--- src/rtl/nine_det_pkg.sv ---
package nine_det_pkg;

    localparam int STATE_W = 3;

    // Fixed state code assignment (adjacency-driven), written MSB..LSB
    typedef enum logic [STATE_W-1:0] {
        ST_IDLE    = 3'b000,  // nothing useful received
        ST_P1      = 3'b010,  // tail "1"
        ST_P10     = 3'b101,  // tail "10"
        ST_P100    = 3'b100,  // tail "100"  (binary nine almost done)
        ST_P11     = 3'b111,  // tail "11"
        ST_P110    = 3'b011,  // tail "110"  (excess-3 nine almost done)
        ST_HIT     = 3'b001   // detection, behaves like idle for the next bit
    } det_state_e;

    localparam logic [STATE_W-1:0] SPARE_CODE = 3'b110;

    // Next state: longest tail that still starts one of the two patterns.
    function automatic det_state_e step_state(input det_state_e cur, input logic bit_in);
        det_state_e nxt;
        case (cur)
            ST_IDLE, ST_HIT: nxt = bit_in ? ST_P1   : ST_IDLE;
            ST_P1:           nxt = bit_in ? ST_P11  : ST_P10;
            ST_P10:          nxt = bit_in ? ST_P1   : ST_P100;
            ST_P100:         nxt = bit_in ? ST_HIT  : ST_IDLE;
            ST_P11:          nxt = bit_in ? ST_P11  : ST_P110;
            ST_P110:         nxt = bit_in ? ST_P1   : ST_HIT;
            default:         nxt = ST_IDLE;  // spare code recovers
        endcase
        return nxt;
    endfunction

    function automatic logic state_flags_hit(input det_state_e cur);
        return (cur == ST_HIT);
    endfunction

endpackage

--- src/rtl/nine_det_next.sv ---
module nine_det_next
    import nine_det_pkg::*;
(
    input  det_state_e cur_state,
    input  logic       bit_in,
    output det_state_e nxt_state
);
    always_comb begin
        nxt_state = step_state(cur_state, bit_in);
    end
endmodule

--- src/rtl/nine_det_state_reg.sv ---
module nine_det_state_reg
    import nine_det_pkg::*;
(
    input  logic       clk,
    input  logic       rst,
    input  det_state_e d_state,
    output det_state_e q_state
);
    always_ff @(posedge clk) begin
        if (rst) q_state <= ST_IDLE;
        else     q_state <= d_state;
    end
endmodule

--- src/rtl/nine_det_out.sv ---
module nine_det_out
    import nine_det_pkg::*;
(
    input  det_state_e cur_state,
    output logic       hit
);
    always_comb begin
        hit = state_flags_hit(cur_state);
    end
endmodule

--- src/rtl/nine_seq_detector.sv ---
module nine_seq_detector
    import nine_det_pkg::*;
(
    input  logic clk,
    input  logic rst,
    input  logic x_in,
    output logic z_out
);
    det_state_e cur_state;
    det_state_e nxt_state;

    nine_det_next u_next (
        .cur_state (cur_state),
        .bit_in    (x_in),
        .nxt_state (nxt_state)
    );

    nine_det_state_reg u_reg (
        .clk     (clk),
        .rst     (rst),
        .d_state (nxt_state),
        .q_state (cur_state)
    );

    nine_det_out u_out (
        .cur_state (cur_state),
        .hit       (z_out)
    );

    // ---------------- assertions ----------------
    logic rst_q;
    always_ff @(posedge clk) rst_q <= rst;

    always_ff @(posedge clk) begin
        if (rst_q) begin
            assert_reset_idle_R1: assert (cur_state == ST_IDLE && !z_out)
                else $error("R1: not idle after reset");
        end
    end

    assert_bin_detect_R2: assert property (@(posedge clk) disable iff (rst)
        (cur_state == ST_P100 && x_in) |=> z_out);

    assert_xs3_detect_R3: assert property (@(posedge clk) disable iff (rst)
        (cur_state == ST_P110 && !x_in) |=> z_out);

    assert_single_pulse_R4: assert property (@(posedge clk) disable iff (rst)
        z_out |=> !z_out);

    assert_restart_one_R5: assert property (@(posedge clk) disable iff (rst)
        (z_out && x_in) |=> (cur_state == ST_P1));

    assert_restart_zero_R5: assert property (@(posedge clk) disable iff (rst)
        (z_out && !x_in) |=> (cur_state == ST_IDLE));

    assert_fallback_R6: assert property (@(posedge clk) disable iff (rst)
        (cur_state == ST_P10 && x_in) |=> (cur_state == ST_P1 && !z_out));

    assert_legal_code_R6: assert property (@(posedge clk) disable iff (rst)
        !rst_q |-> (cur_state != SPARE_CODE));

endmodule

--- config.mk ---
export PLATFORM = sky130hd
export DESIGN_NAME = nine_seq_detector
export DESIGN_NICKNAME = d
export VERILOG_FILES = /design/src/rtl/nine_det_pkg.sv /design/src/rtl/nine_det_next.sv /design/src/rtl/nine_det_state_reg.sv /design/src/rtl/nine_det_out.sv /design/src/rtl/nine_seq_detector.sv
export SDC_FILE = /design/constraint.sdc
export NUM_CORES = 1
export LEC_CHECK = 0
export ABC_AREA = 1
export BUFFER_PORTS_ARGS = -buffer_cell sky130_fd_sc_hd__buf_4
export CAP_MARGIN = 30
export CORE_AREA = 2 2 39 41
export CTS_BUF_LIST = sky130_fd_sc_hd__clkbuf_2
export CTS_CLUSTER_DIAMETER = 100
export DETAILED_ROUTE_END_ITERATION = 12
export DIE_AREA = 0 0 41 43
export SLEW_MARGIN = 20
export SYNTH_ARGS = -nofsm -noshare
export SYNTH_HDL_FRONTEND = slang
export SYNTH_SLANG_ARGS = --single-unit
--- constraint.sdc ---
create_clock -name clk -period 1.74 [get_ports clk]
set_input_delay 0.348 -clock clk [delete_from_list [all_inputs] [get_ports clk]]
set_output_delay 0.348 -clock clk [all_outputs]
set_load 0.03 [all_outputs]
==> summary.txt <==
Status
  • Status: finished clean

Drt
  • Final ANT Viol Nets: 0
  • DR WL/cell: 7.08 microns
  • DRC Markers: 0
  • WL final: 347 microns
  • 1st-pass router iterations: 2
  • Iteration-0 DRC Markers: 1
  • Via Count: 173
  • Via density: 3.53

Final layout
  • Antenna diode count: 0
  • Biggest regs: u_reg.q_state x3
  • Area grow syn2layout: 40.0%
  • Share of cells above drive strength 1: 21.2%
  • Max reg flops: 3
  • Most flop-heavy register: u_reg.q_state
  • Finished Core Util: 15.8%
  • Multi-input gate area: 73.8 sq um
  • Fin nets: 37
  • Most frequent cells in the layout: inv_1 (6), nand2_1 (6), clkbuf_2 (4)
  • Final non-filler cell total: 49
  • FF+latch area: 60.1 sq um
  • # fillers: 165
  • Fin area: 219 sq um

Placed design
  • Placed Area: 199 sq um
  • Gpl congestion: 0.767
  • Port Buf Inserts: 3
  • Placed cell count: 45
  • Post-DP HPWL: 260 microns

Timing
  • Min Clock Period, post-route: 1330 ps
  • Fin crit share: 76.3%
  • Setup violations, final: 0
  • Slew HR: 86.6%
  • FMAX: 753 MHz
  • Setup TNS Final: 0 ps
  • RSZ-0062 raised after global routing: false
  • Hold Vio Cnt, Final: 0
  • Clock skew: 0.0928 ps
  • Worst slew pin tran: 200 ps
  • Fin. max-slew vios: 0

Floorplan
  • Die X: 41 microns
  • Core Rows: 14
  • Starting Density: 11.3%
  • Die Area: 1760 sq um
  • Die Y: 43 microns
  • Core area: 1380 sq um
  • Ports: 4

Worst setup path
  • Worst r2r dst: u_reg.q_state[0]
  • Delay-heaviest family, CP: flip-flops
  • CP Max Fanout: 5
  • Slowest Stage Delay on Critical Path: 380 ps
  • Worst r2r src: u_reg.q_state[2]
  • Worst path bufs/invs: 2
  • Slowest CP cell: dfxtp_1
  • WS Path Type: reg2out
  • Critical Path AT: 980 ps
  • Critical Path RT: 1390 ps
  • Startpoint Class: flip-flop
  • R2R depth: 5
  • CP Cell Sequence: inv_1, nor3_1, buf_4
  • Crit path capture type: output pin
  • Setup slack, reg-to-reg: 850 ps

Power and ir drop
  • VDD IR-drop max: 0.000241 V
  • Power per Cell Area: 904 nW/um^2
  • Overall Power: 198 uW
  • Lkg Pwr: 0.000112 uW

Clock network
  • Worst skew pair latency: 200 ps
  • TritonCTS clock tree: yes
  • CTS max path bufs: 2
  • Htree depth: 1
  • TritonCTS sink count: 3
  • Hold_buf cts: 0
  • Post CTS Setup Buffer Count: 0
  • Cts bufs inserted: 3
  • CTS clk-pin slew, worst paths: 40 ps
  • Post-cts resize count: 0
  • Root Buffer: clkbuf_2

GRT
  • First-pass GRT wire length: 545 microns
  • GRT overflow: 0
  • Total GRT Usage: 5.11%
  • Vias in the first global route: 157
  • Largest net degree at the start of global routing: 7
  • Initial antenna violation count: 0

Synth
  • Biggest area consumer among synthesized cells: dfxtp_1
  • Syn Nets: 29
  • Synth cell types: 9
  • Sequential element share of the synthesized area: 38.4%
  • Post-Syn Area: 156 sq um
  • Top cells by area, synth: dfxtp_1 (38%), inv_1 (14%), nand2_1 (14%), nand3_1 (9.6%), nor2_1 (7.2%)
  • Post-Synthesis Cells: 26
  • Yosys reg bits: 3
  • Share of the synthesized area in the top cell type: 38.4%
  • Post-Syn Area per Cell: 6.02 sq um
  • Yosys warnings: 0

Min path
  • Hold Path Depth: 2
  • Hold Crit Start: rst
  • Hold Path Class: in2reg
  • Worst Hold Path EP: u_reg.q_state[2]

Run
  • Max-cap viol count: 0
metrics by stage:
step / setup WS (ps) / hold WS (ps)
after floorplan: 327 / 417
after global placement: 664 / 523
after detailed placement: 625 / 529
after CTS: 387 / 302
after global routing: 325 / 305
final: 412 / 319
synth_stat cells:
library cell  instances
nor2_1                3
dfxtp_1               3
nor3_1                1
a21oi_1               2
nand2_1               6
inv_1                 6
o21ai_0               1
o21ai_1               1
nand3_1               3
metal layers:
layer / part of all wire, % / GRT usage [%] / up-vias / wire [microns]
met5: 0 / 0 / - / 0
li1: - / - / 93 / -
met3: 8.6 / 2.09 / 0 / 30
met2: 53 / 5.63 / 3 / 185
met4: 0 / 8.00 / 0 / 0
met1: 38 / 5.43 / 77 / 131
power by group:
part | total (uW) | switching (uW) | internal [uW]
combinational | 21.9 | 12.1 | 9.80
clock | 97.3 | 36.7 | 60.6
sequential | 78.8 | 5.67 | 73.2
worst reg2reg max path, stage by stage, from the launching register on:
cell     delay (ps)
dfxtp_1         410
inv_1            80
nand3_1         110
nand3_1          90
nand2_1          60
inv_1            30
layout make-up:
type                    instances  area share [%]
inverters                       6            10.3
flip-flops and latches          3            27.4
multi-input cells              17            33.7
clock buffers                   4            9.14
repair buffers                  3            10.3
well taps                      16            9.14
worst max path at each step:
stage	start	slack [ps]	end	depth (start not counted)
2_1_floorplan	u_reg.q_state[0]	330	z_out	2
3_3_place_gp	u_reg.q_state[0]	660	z_out	3
3_5_place_dp	u_reg.q_state[0]	620	z_out	3
4_1_cts	u_reg.q_state[0]	390	z_out	3
5_1_grt	u_reg.q_state[0]	330	z_out	3
6_report	u_reg.q_state[0]	410	z_out	3
kinds of logic after synthesis:
kind of cell           count (synthesis)  synth area share [%]
DFF                                    3                  38.4
and+or+nand+nor                       13                  34.4
AOI/OAI and AO/OA                      4                  12.8
buffers and inverters                  6                  14.4
No activity file was read; power rests on OpenSTA's default activity.
